[config.mk]
export PLATFORM = sky130hd
export DESIGN_NAME = timer16_cc
export DESIGN_NICKNAME = d
export VERILOG_FILES = /design/src/rtl/timer16_pkg.sv /design/src/rtl/timer16_edge_sync.sv /design/src/rtl/timer16_cmp_chan.sv /design/src/rtl/timer16_cc.sv
export SDC_FILE = /design/constraint.sdc
export NUM_CORES = 1
export LEC_CHECK = 0
export ABC_AREA = 1
export BUFFER_PORTS_ARGS = -buffer_cell sky130_fd_sc_hd__buf_2
export CAP_MARGIN = 15
export CORE_MARGIN = 2
export CORE_UTILIZATION = 40
export DETAILED_ROUTE_END_ITERATION = 10
export GPL_TIMING_DRIVEN = 0
export SETUP_SLACK_MARGIN = 0.5
export SKIP_CTS_REPAIR_TIMING = 1
export SLEW_MARGIN = 20
export SYNTH_ARGS = -nofsm -noshare
export SYNTH_HDL_FRONTEND = slang
export SYNTH_SLANG_ARGS = --single-unit
[constraint.sdc]
create_clock -name clk_i -period 3.6 [get_ports clk_i]
set_clock_uncertainty 0.15 [all_clocks]
set_input_delay 0.54 -clock clk_i [delete_from_list [all_inputs] [get_ports clk_i]]
set_output_delay 0.54 -clock clk_i [all_outputs]
set_load 0.02 [all_outputs]
[src/rtl/timer16_pkg.sv]
package timer16_pkg;
  typedef enum logic [2:0] {
    CS_STOP     = 3'd0,
    CS_SYS      = 3'd1,
    CS_PRE      = 3'd2,
    CS_EXT_FALL = 3'd3,
    CS_EXT_RISE = 3'd4
  } clk_sel_e;

  typedef enum logic [1:0] {
    ACT_NONE   = 2'd0,
    ACT_TOGGLE = 2'd1,
    ACT_LOW    = 2'd2,
    ACT_HIGH   = 2'd3
  } pin_act_e;

  localparam logic [3:0] A_PIN_ACT = 4'd0;
  localparam logic [3:0] A_CTRL    = 4'd1;
  localparam logic [3:0] A_FLAGS   = 4'd2;
  localparam logic [3:0] A_MASK    = 4'd3;
  localparam logic [3:0] A_CNT_LO  = 4'd4;
  localparam logic [3:0] A_CNT_HI  = 4'd5;
  localparam logic [3:0] A_CMPA_LO = 4'd6;
  localparam logic [3:0] A_CMPA_HI = 4'd7;
  localparam logic [3:0] A_CMPB_LO = 4'd8;
  localparam logic [3:0] A_CMPB_HI = 4'd9;
  localparam logic [3:0] A_CAP_LO  = 4'd10;
  localparam logic [3:0] A_CAP_HI  = 4'd11;

  localparam int unsigned NUM_FLAGS = 4;
  localparam int unsigned F_OVF  = 0;
  localparam int unsigned F_CMPA = 1;
  localparam int unsigned F_CMPB = 2;
  localparam int unsigned F_CAP  = 3;
endpackage

[src/rtl/timer16_edge_sync.sv]
module timer16_edge_sync #(
  parameter int unsigned STAGES = 2,
  parameter int unsigned FILT   = 4
) (
  input  logic clk_i,
  input  logic rst_ni,
  input  logic d_i,
  input  logic filt_en_i,
  output logic rise_o,
  output logic fall_o
);
  logic [STAGES-1:0] sync_q;
  logic [FILT-1:0]   hist_q;
  logic              level_q, prev_q, samp;

  assign samp = sync_q[STAGES-1];

  always_ff @(posedge clk_i or negedge rst_ni) begin
    if (!rst_ni) begin
      sync_q  <= '0;
      hist_q  <= '0;
      level_q <= 1'b0;
      prev_q  <= 1'b0;
    end else begin
      sync_q <= {sync_q[STAGES-2:0], d_i};
      hist_q <= {hist_q[FILT-2:0], samp};
      prev_q <= level_q;
      if (!filt_en_i)        level_q <= samp;
      else if (&hist_q)      level_q <= 1'b1;
      else if (~|hist_q)     level_q <= 1'b0;
    end
  end

  assign rise_o = level_q & ~prev_q;
  assign fall_o = ~level_q & prev_q;
endmodule

[src/rtl/timer16_cmp_chan.sv]
module timer16_cmp_chan
  import timer16_pkg::*;
#(
  parameter int unsigned CNT_W = 16
) (
  input  logic             clk_i,
  input  logic             rst_ni,
  input  logic [CNT_W-1:0] cnt_i,
  input  logic [CNT_W-1:0] cmp_i,
  input  logic             tick_i,
  input  logic             force_i,
  input  logic [1:0]       act_i,
  output logic             match_o,
  output logic             pin_o
);
  assign match_o = tick_i && (cnt_i == cmp_i);

  always_ff @(posedge clk_i or negedge rst_ni) begin
    if (!rst_ni) begin
      pin_o <= 1'b0;
    end else if (match_o || force_i) begin
      case (pin_act_e'(act_i))
        ACT_TOGGLE: pin_o <= ~pin_o;
        ACT_LOW:    pin_o <= 1'b0;
        ACT_HIGH:   pin_o <= 1'b1;
        default:    pin_o <= pin_o;
      endcase
    end
  end
endmodule

[src/rtl/timer16_cc.sv]
module timer16_cc
  import timer16_pkg::*;
#(
  parameter int unsigned CNT_W       = 16,
  parameter int unsigned SYNC_STAGES = 2,
  parameter int unsigned NC_DEPTH    = 4,
  localparam int unsigned BUS_W      = CNT_W / 2
) (
  input  logic             clk_i,
  input  logic             rst_ni,
  input  logic [3:0]       addr_i,
  input  logic             we_i,
  input  logic             re_i,
  input  logic [BUS_W-1:0] wdata_i,
  output logic [BUS_W-1:0] rdata_o,
  input  logic             presc_stb_i,
  input  logic             ext_clk_i,
  input  logic             cap_i,
  output logic             cmp_a_o,
  output logic             cmp_b_o,
  output logic             irq_o
);
  localparam logic [CNT_W-1:0] CNT_MAX = '1;
  localparam int unsigned      N_CMP   = 2;

  logic [3:0]           act_q;
  logic [5:0]           ctl_q;
  logic [NUM_FLAGS-1:0] flg_q, msk_q, flag_set, flag_clr;
  logic [CNT_W-1:0]     cnt_q, cap_q, wide_rd;
  logic [CNT_W-1:0]     cmp_q [N_CMP];
  logic [BUS_W-1:0]     tmp_q;
  logic [N_CMP-1:0]     match, force_cmp, pin;
  logic                 ext_rise, ext_fall, cap_rise, cap_fall;
  logic                 tick, cnt_wr, clr_hit, cap_hit, wide_acc;
  logic [2:0]           sel;

  assign sel    = ctl_q[2:0];
  assign cnt_wr = we_i && (addr_i == A_CNT_LO);

  timer16_edge_sync #(.STAGES(SYNC_STAGES), .FILT(NC_DEPTH)) i_ext_sync (
    .clk_i, .rst_ni, .d_i(ext_clk_i), .filt_en_i(1'b0),
    .rise_o(ext_rise), .fall_o(ext_fall)
  );

  timer16_edge_sync #(.STAGES(SYNC_STAGES), .FILT(NC_DEPTH)) i_cap_sync (
    .clk_i, .rst_ni, .d_i(cap_i), .filt_en_i(ctl_q[5]),
    .rise_o(cap_rise), .fall_o(cap_fall)
  );

  always_comb begin
    case (clk_sel_e'(sel))
      CS_SYS:      tick = 1'b1;
      CS_PRE:      tick = presc_stb_i;
      CS_EXT_FALL: tick = ext_fall;
      CS_EXT_RISE: tick = ext_rise;
      default:     tick = 1'b0;
    endcase
  end

  for (genvar k = 0; k < N_CMP; k++) begin : g_cmp
    assign force_cmp[k] = we_i && (addr_i == A_PIN_ACT) && wdata_i[6+k];
    timer16_cmp_chan #(.CNT_W(CNT_W)) i_chan (
      .clk_i, .rst_ni,
      .cnt_i(cnt_q), .cmp_i(cmp_q[k]), .tick_i(tick),
      .force_i(force_cmp[k]), .act_i(act_q[2*k +: 2]),
      .match_o(match[k]), .pin_o(pin[k])
    );
  end

  assign cmp_a_o = pin[0];
  assign cmp_b_o = pin[1];

  assign clr_hit = ctl_q[3] && match[0];
  assign cap_hit = ctl_q[4] ? cap_rise : cap_fall;

  always_comb begin
    flag_set         = '0;
    flag_set[F_OVF]  = tick && (cnt_q == CNT_MAX);
    flag_set[F_CMPA] = match[0];
    flag_set[F_CMPB] = match[1];
    flag_set[F_CAP]  = cap_hit;
    flag_clr = (we_i && addr_i == A_FLAGS) ? wdata_i[NUM_FLAGS-1:0] : '0;
  end

  // counter, flags, capture
  always_ff @(posedge clk_i or negedge rst_ni) begin
    if (!rst_ni) begin
      cnt_q <= '0;
      cap_q <= '0;
      flg_q <= '0;
    end else begin
      flg_q <= (flg_q & ~flag_clr) | flag_set;
      if (cap_hit) cap_q <= cnt_q;
      if (cnt_wr)       cnt_q <= {tmp_q, wdata_i};
      else if (tick)    cnt_q <= clr_hit ? '0 : cnt_q + 1'b1;
    end
  end

  // configuration and compare values
  always_ff @(posedge clk_i or negedge rst_ni) begin
    if (!rst_ni) begin
      act_q <= '0;
      ctl_q <= '0;
      msk_q <= '0;
      for (int k = 0; k < N_CMP; k++) cmp_q[k] <= '0;
    end else if (we_i) begin
      case (addr_i)
        A_PIN_ACT: act_q    <= wdata_i[3:0];
        A_CTRL:    ctl_q    <= wdata_i[5:0];
        A_MASK:    msk_q    <= wdata_i[NUM_FLAGS-1:0];
        A_CMPA_LO: cmp_q[0] <= {tmp_q, wdata_i};
        A_CMPB_LO: cmp_q[1] <= {tmp_q, wdata_i};
        default: ;
      endcase
    end
  end

  // shared holding byte for split 16-bit access
  assign wide_acc = (addr_i >= A_CNT_LO) && (addr_i <= A_CAP_HI);

  always_comb begin
    case (addr_i[3:1])
      3'd2:    wide_rd = cnt_q;
      3'd3:    wide_rd = cmp_q[0];
      3'd4:    wide_rd = cmp_q[1];
      3'd5:    wide_rd = cap_q;
      default: wide_rd = '0;
    endcase
  end

  always_ff @(posedge clk_i or negedge rst_ni) begin
    if (!rst_ni) begin
      tmp_q <= '0;
    end else if (wide_acc) begin
      if (we_i && addr_i[0])       tmp_q <= wdata_i;
      else if (re_i && !addr_i[0]) tmp_q <= wide_rd[CNT_W-1:BUS_W];
    end
  end

  always_comb begin
    case (addr_i)
      A_PIN_ACT: rdata_o = BUS_W'(act_q);
      A_CTRL:    rdata_o = BUS_W'(ctl_q);
      A_FLAGS:   rdata_o = BUS_W'(flg_q);
      A_MASK:    rdata_o = BUS_W'(msk_q);
      default:   rdata_o = !wide_acc ? '0 :
                           addr_i[0] ? tmp_q : wide_rd[BUS_W-1:0];
    endcase
  end

  assign irq_o = |(flg_q & msk_q);
endmodule

---- Word level (Yosys, flattened, before mapping) ----
Cells that the tools add are included.
word-level totals
  flip-flop bits (word level) ............. 104
  bits of input ports ..................... 19
  output and inout port bits .............. 11
  logic and storage cells ................. 107
operators by class
  add/subtract/negate cells ............... 1
  magnitude comparators ................... 2
  eq/ne operators ......................... 24
  muxes and demuxes ....................... 17
  bitwise logic cells ..................... 14
  reductions and logical operators ........ 31
operator list
  cell                                                                   number
  16-bit case mux with 4 select lines                                    1
  16-bit 2-to-1 mux                                                      3
  16-bit == test                                                         2
  8-bit 2-to-1 mux                                                       4
  8-bit case mux with 4 select lines                                     1
  16-bit by 1-bit adder with 16-bit output, second input constant        1
  16-bit == test, second input constant                                  1
  2-bit AND reduction                                                    8
  3-bit by 2-bit == test with 1-bit output, second input constant        4
  1-bit logical AND                                                      12
  3-bit == test, second input constant                                   3
  4-bit bitwise AND                                                      2
  2-bit == test, second input constant                                   4
  4-bit by 2-bit == test with 1-bit output, second input constant        2
  4-bit by 3-bit == test with 1-bit output, second input constant        2
  4-bit OR reduction                                                     2
  1-bit inverter                                                         6
  1-bit case mux with 3 select lines                                     2
  3-bit nonzero test                                                     2
  1-bit bitwise AND                                                      4
  2-bit by 1-bit == test with 1-bit output, second input constant        2
  4-bit by 1-bit == test with 1-bit output, second input constant        1
  4-bit == test, second input constant                                   1
  4-bit by 3-bit >= comparator with 1-bit output, second input constant  1
  13 further kinds                                                       18

---- Longest topological paths before layout ----
Gate-level depths: netlist of the first run.
  depth in word-level cells ............... 8
  mapped depth ............................ 12
  gate-level depth less buffers ........... 11

---- Cells and area by module ----
From an unflattened synthesis of the first run, not the netlist that was laid out.
second synthesis, totals
  cell total of the unflattened synthesis .. 929
  area, all modules ....................... 6334.8 sq um
by module, submodules not included
  module             times used  cells each  area each (sq um)  seq. area each (sq um)
  timer16_cc         1           653         4795.8             2252.2
  timer16_cmp_chan   2           112         491.7              25.0
  timer16_edge_sync  2           26          277.8              200.2

---- Worst setup path after synthesis of the first run ----
OpenSTA, ideal clock, no wires.
  path type ............................... input to output
  start ................................... in addr_i[2]
  end ..................................... out rdata_o[6]
  arrival time ............................ 1.736 ns
  data required time ...................... 2.910 ns
  slack ................................... 1.174 ns
  cell stages on the path ................. 6
  buffers on the path ..................... 0
  cell sequence ........................... inv_1 ha_1 inv_1 nor2_1 o21ai_0 a31oi_1
on the way
  cells in the longest elaborated chain, start to end .. 5
  elaborated cells on any way between the ends .. 15
  classes of those cells .................. order compare (2); eq/ne (7); mux (4); reduce/logical (2)
RTL lines
  item                                                                       RTL line           RTL
  from (decl)                                                                timer16_cc.sv:11   input logic [3:0] addr_i,
  3-bit == test or 3-bit by 2-bit == test with 1-bit output (tied branches)  timer16_cc.sv:122  case (addr_i[3:1])
  16-bit case mux with 4 select lines                                        timer16_cc.sv:122
  8-bit 2-to-1 mux                                                           timer16_cc.sv:147  addr_i[0] ? tmp_q : wide_rd[BUS_W-1:0];
  8-bit 2-to-1 mux                                                           timer16_cc.sv:146  default: rdata_o = !wide_acc ? '0 :
  8-bit case mux with 4 select lines *                                       timer16_cc.sv:141  case (addr_i)
  to (decl)                                                                  timer16_cc.sv:15   output logic [BUS_W-1:0] rdata_o,
Every way passes the cells marked *; elsewhere a longest branch is shown, timed or not.

---- Worst setup path after layout of the first run ----
  start ................................... in addr_i[2]
  end ..................................... out rdata_o[2]
The elaborated chain is that of the path after synthesis.

==> results of run 1 <==
[through the flow]
stage	hold slack (ps)	total power (uW)	setup slack, ps
after floorplan	94.4	2780	1170
after global placement	182	3230	579
after detailed placement	185	3250	597
after CTS	-89.1	4180	595
after global routing	132	4480	603
final	137	4200	688
[layer usage]
metal  part of all wire, %  vias to the layer above
li1                      -                     2640
met3                   6.1                       39
met2                    43                      194
met1                    48                     2621
met4                   2.9                        0
met5                     0                        -
[power by group through the flow]
stage,clock [uW],sequential (uW),combinational (uW)
after global routing,991,1870,1620
after detailed placement,0,1830,1420
final,938,1830,1430
after global placement,0,1830,1400
after floorplan,0,1740,1040
after CTS,944,1820,1420
[area by class of cell]
class	count	area share [%]
plain buffers	24	1.89
clock buffers	13	3.86
clock inverters	3	0.270
inverters	109	6.32
multi-input cells	556	41.1
flip-flops and latches	104	40.2
well taps	180	3.48
repair buffers	31	2.92
[path summary, 6_finish.rpt]
kind / start / end / slack (ps) / depth (start not counted)
worst max-delay path: addr_i[2] / rdata_o[2] / 690 / 10
worst max register to register: cnt_q[0] / cnt_q[14] / 1440 / 10
worst min register to register: i_cap_sync.sync_q[0] / i_cap_sync.sync_q[1] / 200 / 0
worst min-delay path: ext_clk_i / i_ext_sync.sync_q[0] / 140 / 1
max in group asynchronous: rst_ni / cmp_q[15] / 2160 / 3
min in group asynchronous: rst_ni / cap_q[2] / 470 / 2
[sequential cells by signal (all words and copies together) (netlist names), 2 cells and up]
signal,cells
i_cap_sync.hist_q,4
act_q,4
cap_q,16
tmp_q,8
cnt_q,16
flg_q,4
ctl_q,6
i_ext_sync.sync_q,2
i_cap_sync.sync_q,2
msk_q,4
cmp_q,32
g_cmp.i_chan.pin_o,2
[cell usage after synthesis]
cell type / instances / area share (%)
nand2_1: 271 / 18
dfrtp_1: 104 / 45
inv_1: 98 / 6.3
o21ai_0: 65 / 5.6
nor2_1: 56 / 3.6
nand3_1: 36 / 3.1
a21oi_1: 24 / 2.1
o22ai_1: 22 / 2.4
a22oi_1: 12 / 1.6
xor2_1: 11 / 1.7
nor3_1: 10 / 0.86
clkbuf_1: 9 / 0.58
inv_2: 9 / 0.58
buf_2: 8 / 0.69
o2111ai_1: 8 / 1.2
nand4_1: 7 / 0.76
o211ai_1: 5 / 0.65
a221oi_1: 4 / 0.60
buf_4: 4 / 0.52
ha_1: 4 / 0.86
nor2_2: 4 / 0.43
nand3_2: 3 / 0.52
buf_1: 2 / 0.13
clkinv_1: 2 / 0.13
nand2_2: 2 / 0.22
nor3_2: 2 / 0.35
nor3_4: 2 / 0.56
o31ai_1: 2 / 0.26
a211oi_1: 1 / 0.13
a31oi_1: 1 / 0.11
buf_6: 1 / 0.19
nand3b_1: 1 / 0.13
nand4_4: 1 / 0.37
nor2_4: 1 / 0.19
nor3b_1: 1 / 0.13
[cells by family (layout without fill, tap and decap cells)]
logic type | after synthesis | in the layout | synth area share, %
AND/OR/NAND/NOR | 397 | 397 | 28.8
flip-flops | 104 | 104 | 44.9
adder cells (fa/ha/maj) | 4 | 4 | 0.864
AO/OA/AOI/OAI | 144 | 144 | 14.6
XOR/XNOR | 11 | 11 | 1.66
buffers and inverters | 133 | 180 | 9.18
==> reports/metrics.cfg, run 1 <==
[logic_synthesis]
ys_ff_latch = 104
syn_area_um2 = 5790
ys_seq_area_share_pct = 44.9
ys_types = 35
synth_fp_nets = 816
synth_area_per_cell_um2 = 7.31
ys_warn_count = 0
synth_cells = 793

[die]
die_area_um2 = 15500
initial_utilization_pct = 41.4
placementRows = 43
core_um2 = 14000
die_w_um = 124
die_h_um = 124
num_io_pins = 30

[worst_setup_path]
crit_type = primary input to output pin
critPathSlowestCell = buf_2
critPathTopFamily = buffers and inverters
worst_setup_path_end_kind = output pin
critPathMaxStageDelay_ps = 290
crit_arrival_ps = 2220
required_ps = 2910
cp_common_cell = buf_2
crit_buf_inv = 5
start_kind = primary input
path_cells = buf_2 -> inv_1 -> nand3_1 -> inv_1 -> buf_2 -> a22oi_1 -> nand4_1 -> o211ai_1 -> nand2_1 -> buf_2
crit_fanout = 10

[final_layout]
seqCellArea_um2 = 2600
syn_to_final_growth_pct = 11.8
drive_above_1_share_pct = 9.64
num_antenna_cells = 0
mostFrequentLayoutCells = nand2_1, dfrtp_1, inv_1
nets = 858
finalInstanceArea_um2 = 6480
stdcell_count = 1020
layout_commonest_cell = nand2_1
multiInputGateArea_um2 = 2660
fin_util_pct = 46.3
fill_cells = 1429

[timing]
tns_ps = 0
fmax_mhz = 343
fin_crit_ps = 2910
rsz0062_at_grt = false
worst_slew_pin_slew_ps = 741
slew_headroom_pct = 50.6
fin_crit_sh_pct = 80.9
final-setup-viol-count = 0
finalHoldViolCount = 0
slew_viol_final = 0

[grt]
grt_pass1_vias = 5029
grt_antenna_before_repair = 0
grt_use_met2_pct = 35.0
grt_usage_pct = 24.1
grt_use_met3_pct = 3.65
grt_pass1_wl_um = 28900
grt_max_degree = 78
grt-busiest-layer = met1
overflow = 0
grtUsageMet1_pct = 36.3

[placed_design]
place_inst = 1003
dp_hpwl_um = 13500
gp_congestion = 0.866
portBuffers = 29
placed_cell_area_um2 = 6200

[cts]
cts_buffer_depth = 2
clkLatencyLatePin_ps = 360
cts_root_buffer = clkbuf_16
path_clk_slew_ps = 70
cts_tree = built
cts-htree-levels = 3
cts_sinks = 104
numCtsBuffers = 9

[power_and_ir_drop]
ir_drop_v = 0.000292
p_leak_uw = 0.00321
internal_power_uw = 2470
clkPwrFrac_pct = 22.3
power.density_nw_per_um2 = 648
p_seq_share_pct = 43.6
p_switching_uw = 1720
swShare_pct = 41.1
combPwrFrac_pct = 34.1

[route]
drt_first_pass_iters = 5
antenna_left = 0
wl_per_cell_um = 18.0
first_iter_violations = 523
vias = 5494
drc = 0
vias_per_cell = 5.39
routed_wl_um = 18400

[min_path]
hold_class = primary input to flip-flop

[run_status]
status = finished clean

[job]
max_cap_viol_count = 0

Power figures use the tool's default switching activity.
==> inputs of run 2 (changes only) <==
Clock period 3.6 ns to 2.8 ns, I/O delays scaled along.
==> run 2 against run 1 <==
Die area unchanged. Non-clock buffer count up 10. Critical endpoint is now rdata_o[5]. Critical path depth down 2.
==> reports/metrics.cfg, run 2 (synthesis gave the netlist of run 1 again) <==
[run_status]
status = finished clean

[worst_setup_path]
r2r_setup_slack_ps = 650
crit_type = primary input to output pin
critPathMaxStageDelay_ps = 260
critPathSlowestCell = ha_4
required_ps = 2230
crit_buf_inv = 4
crit_fanout = 6
crit_cells = 8
start_kind = primary input
critPathTopFamily = buffers and inverters
r2r_cells = 10
crit_arrival_ps = 1670
path_cells = buf_4 -> inv_4 -> ha_4 -> inv_1 -> nor2_4 -> o21ai_1 -> o22ai_2 -> buf_2
worst_setup_path_end_kind = output pin

[route]
vias_per_cell = 5.33
routed_wl_um = 18400
drc = 0
first_iter_violations = 482
drt_first_pass_iters = 5
vias = 5490
antenna_left = 0
wl_per_cell_um = 17.9

[die]
placementRows = 43
die_area_um2 = 15500
initial_utilization_pct = 41.4
die_h_um = 124
die_w_um = 124
num_io_pins = 30
core_um2 = 14000

[placed_design]
pre_cts_ws_ps = 36.7
portBuffers = 29
gp_congestion = 0.866
dp_hpwl_um = 13500
placed_cell_area_um2 = 6200

[job]
max_cap_viol_count = 0

[cts]
cts-htree-levels = 3
cts_tree = built
path_clk_slew_ps = 70
cts_sinks = 104
numCtsBuffers = 9
cts_buffer_depth = 2
cts_root_buffer = clkbuf_16
clkLatencyLatePin_ps = 350

[grt]
grt_max_degree = 78
overflow = 0
grt_antenna_before_repair = 0
grt_pass1_vias = 5029
grt_pass1_wl_um = 28900
grt_usage_pct = 24.1

[final_layout]
mostFrequentLayoutCells = nand2_1, dfrtp_1, inv_1
drive_above_1_share_pct = 12.8
syn_to_final_growth_pct = 15.7
num_antenna_cells = 0
largestRegisters = cmp_q (32), cap_q (16), cnt_q (16)
finalInstanceArea_um2 = 6700
nets = 868
layout_commonest_cell = nand2_1
regMostFlops = cmp_q
fill_cells = 1393
largest_reg_flops = 32

[timing]
tns_ps = 0
worst_slack_ps = 556
slew_viol_final = 0
fin_crit_sh_pct = 80.1
rsz0062_at_grt = false
worst_slew_pin_slew_ps = 723
final-setup-viol-count = 0
fin_crit_ps = 2240
slew_headroom_pct = 51.8
finalHoldViolCount = 0
fmax_mhz = 446

[power_and_ir_drop]
ir_drop_v = 0.000371
power.density_nw_per_um2 = 810
p_leak_uw = 0.00327
power_uw = 5430

[min_path]
hold_class = primary input to flip-flop
whs_path_depth = 1

==> run 2: changes by cell type in the layout (fill, tap and decap cells not counted), sizes merged <==
cell	change
buf	+7
clkbuf	+3
clkinv	-1
clkinvlp	+1
==> run 2: worst paths after layout <==
kind / from / endpoint
setup / recovery: addr_i[2] / rdata_o[5]
hold / removal: ext_clk_i / i_ext_sync.sync_q[0]
setup reg to reg: cnt_q[0] / cnt_q[14]
hold reg to reg: i_cap_sync.sync_q[0] / i_cap_sync.sync_q[1]
max in group asynchronous: rst_ni / i_ext_sync.prev_q
min in group asynchronous: rst_ni / cap_q[2]
==> run 2: cell type report <==
type | count | area (um^2) | share of cell area (%)
flip-flops and latches | 104 | 2600 | 38.9
repair buffers | 41 | 289 | 4.31
plain buffers | 24 | 141 | 2.11
clock inverters | 3 | 17.5 | 0.261
inverters | 109 | 420 | 6.27
multi-input cells | 556 | 2750 | 41.1
well taps | 180 | 225 | 3.36
clock buffers | 13 | 250 | 3.73
==> run 2: power by group <==
| part | switching [uW] | internal (uW) | total, uW |
|---|---|---|---|
| sequential | 440 | 1920 | 2360 |
| clock | 566 | 627 | 1190 |
| combinational | 1210 | 664 | 1880 |
==> run 2: per-layer routing <==
layer  global-route usage (%)  wire [um]  part of all wire (%)  vias up
met2                     35.0       7890                    43      174
met1                     36.3       8860                    48     2611
met3                     3.65       1110                   6.1       34
li1                         -          -                     -     2671
met5                        0          0                     0        -
met4                     8.72        533                   2.9        0
==> run 2: worst register-to-register path: stages (launching register included) <==
cell	delay (ps)
dfrtp_1	480
ha_1	230
nand2_1	100
nor2_4	170
nand3_1	150
nor2_2	240
nand3_1	240
nand2_1	120
nor2_1	40
nand3_1	80
nand2_1	50
==> run 2: stage by stage <==
| step | util [%] | hold slack, ps | std cells |
|---|---|---|---|
| after floorplan | - | -25.6 | 793 |
| after global placement | 44.1 | 182 | 1002 |
| after detailed placement | 44.3 | 165 | 1003 |
| after CTS | 46.2 | -209 | 1019 |
| after global routing | 47.9 | 11.6 | 1030 |
| final | 47.9 | 20.8 | 1030 |
==> inputs of run 3 (changes only) <==
Clock period 2.8 ns to 2.3 ns, I/O delays scaled along.
==> run 3 against run 2 <==
Total power rose by 32%. Cell area rose by 10%. Non-clock buffer count rose by 37. Critical path type unchanged.
==> reports/metrics.cfg, run 3 (synthesis gave the netlist of run 1 again) <==
[power_and_ir_drop]
p_seq_share_pct = 40.0
p_leak_uw = 0.00357
ir_drop_v = 0.000501
power.density_nw_per_um2 = 972
combPwrFrac_pct = 37.9
internal_power_uw = 4200
swShare_pct = 41.5
p_switching_uw = 2990
clkPwrFrac_pct = 22.1

[min_path]
hold_class = primary input to flip-flop

[die]
die_h_um = 124
placementRows = 43
initial_utilization_pct = 41.4
die_w_um = 124
die_area_um2 = 15500
num_io_pins = 30
core_um2 = 14000

[cts]
cts_sinks = 104
path_clk_slew_ps = 80
cts_root_buffer = clkbuf_16
cts-htree-levels = 3
cts_buffer_depth = 2
numCtsBuffers = 9
clkLatencyLatePin_ps = 370
cts_tree = built

[final_layout]
syn_to_final_growth_pct = 27.6
drive_above_1_share_pct = 24.2
largest_reg_flops = 32
finalInstanceArea_um2 = 7390
nets = 905
largestRegisters = cmp_q (32), cap_q (16), cnt_q (16)
mostFrequentLayoutCells = nand2_1, dfrtp_1, inv_1
num_antenna_cells = 0
regMostFlops = cmp_q
layout_commonest_cell = nand2_1

[grt]
grt_pass1_vias = 5007
grt_antenna_before_repair = 0
grt_use_met2_pct = 36.4
overflow = 0
grt-busiest-layer = met2
grt_pass1_wl_um = 29200
grtUsageMet1_pct = 34.9
grt_use_met3_pct = 6.40
grt_usage_pct = 24.7
grt_max_degree = 58

[placed_design]
placed_cell_area_um2 = 6250
gp_congestion = 0.925
pre_cts_ws_ps = -282
dp_hpwl_um = 13300
portBuffers = 29

[timing]
fin_crit_sh_pct = 95.0
final-setup-viol-count = 0
fmax_mhz = 457
finalHoldViolCount = 0
worst_slack_ps = 114
slew_viol_final = 0
fin_crit_ps = 2190
worst_slew_pin_slew_ps = 551
rsz0062_at_grt = true
slew_headroom_pct = 63.0

[worst_setup_path]
endpoint = rdata_o[4]
r2r_setup_slack_ps = 380
start_kind = primary input
cp-startpoint = addr_i[2]
crit_cells = 9
timing.rr.end = cnt_q[14]
worst_setup_path_end_kind = output pin
crit_buf_inv = 4
critPathMaxStageDelay_ps = 290
critPathSlowestCell = nor3_4
crit-reg2reg-launch = cnt_q[2]
crit_fanout = 6
crit_type = primary input to output pin
required_ps = 1800
crit_arrival_ps = 1690
path_cells = buf_12 -> clkinvlp_4 -> nor3_4 -> buf_6 -> nand2_4 -> nand3_4 -> o211ai_1 -> o21ai_1 -> buf_4
r2r_cells = 11
critPathTopFamily = buffers and inverters

[run_status]
status = finished clean

[route]
vias_per_cell = 5.43
routed_wl_um = 19600
drt_first_pass_iters = 6
wl_per_cell_um = 18.3
drc = 0
vias = 5797
first_iter_violations = 655
antenna_left = 0

[job]
max_cap_viol_count = 0

==> run 3: cell types whose count changed in the layout (fill, tap and decap cells not counted), moves of 11 or more <==
cell,change
clkbuf_1,-11
buf_4,+28
nand2_1,-11
clkbuf_2,+11
nor2_1,-11
buf_6,+11
==> run 3: worst min-delay path, cell delays in order <==
cell     delay, ps
buf_2          100
a21oi_1        110
a22oi_1         70
==> run 3: routing by layer <==
| layer | wire length (um) | vias up | share of wire, % |
|---|---|---|---|
| li1 | - | 2738 | - |
| met1 | 8690 | 2734 | 44 |
| met2 | 8630 | 264 | 44 |
| met3 | 1490 | 61 | 7.6 |
| met4 | 752 | 0 | 3.8 |
| met5 | 0 | - | 0 |
==> run 3: final cells by class <==
| type | instances | area (um^2) |
|---|---|---|
| Sequential cell | 104 | 2620 |
| Multi-Input combinational cell | 556 | 2980 |
| Clock inverter | 7 | 81.3 |
| Inverter | 109 | 429 |
| Timing Repair Buffer | 78 | 662 |
| Fill cell | 1343 | 6600 |
| Buffer | 24 | 175 |
| Clock buffer | 9 | 225 |
| Tap cell | 180 | 225 |
==> run 3: worst min-delay path by stage <==
stage | from | endpoint | slack (ps) | cells past startpoint
global route | wdata_i[5] | tmp_q[5] | 140 | 3
CTS | rst_ni | act_q[1] | -240 | 1
detailed placement | rst_ni | act_q[1] | 160 | 1
finish | wdata_i[5] | tmp_q[5] | 150 | 3
global placement | i_ext_sync.sync_q[1] | i_ext_sync.level_q | 180 | 0
floorplan | rst_ni | act_q[0] | -100 | 0
==> run 3: power groups by stage <==
stage	Clock (uW)	Combinational, uW	Sequential [uW]
floorplan	0	1640	2720
global placement	0	2190	2860
detailed placement	0	2220	2860
CTS	1630	2220	2830
global route	1700	3050	2940
finish	1590	2720	2870
==> run 3: through the flow <==
step / hold WS [ps] / utilization (%) / power [uW] / instances / TNS [ps]
after floorplan: -101 / - / 4360 / 793 / 0
after global placement: 184 / 44.4 / 5050 / 1002 / -55330
after detailed placement: 159 / 44.7 / 5080 / 1003 / -1210
final: 155 / 52.8 / 7190 / 1067 / 0
after global routing: 142 / 52.8 / 7690 / 1067 / 0
after CTS: -237 / 46.9 / 6680 / 1019 / -1220
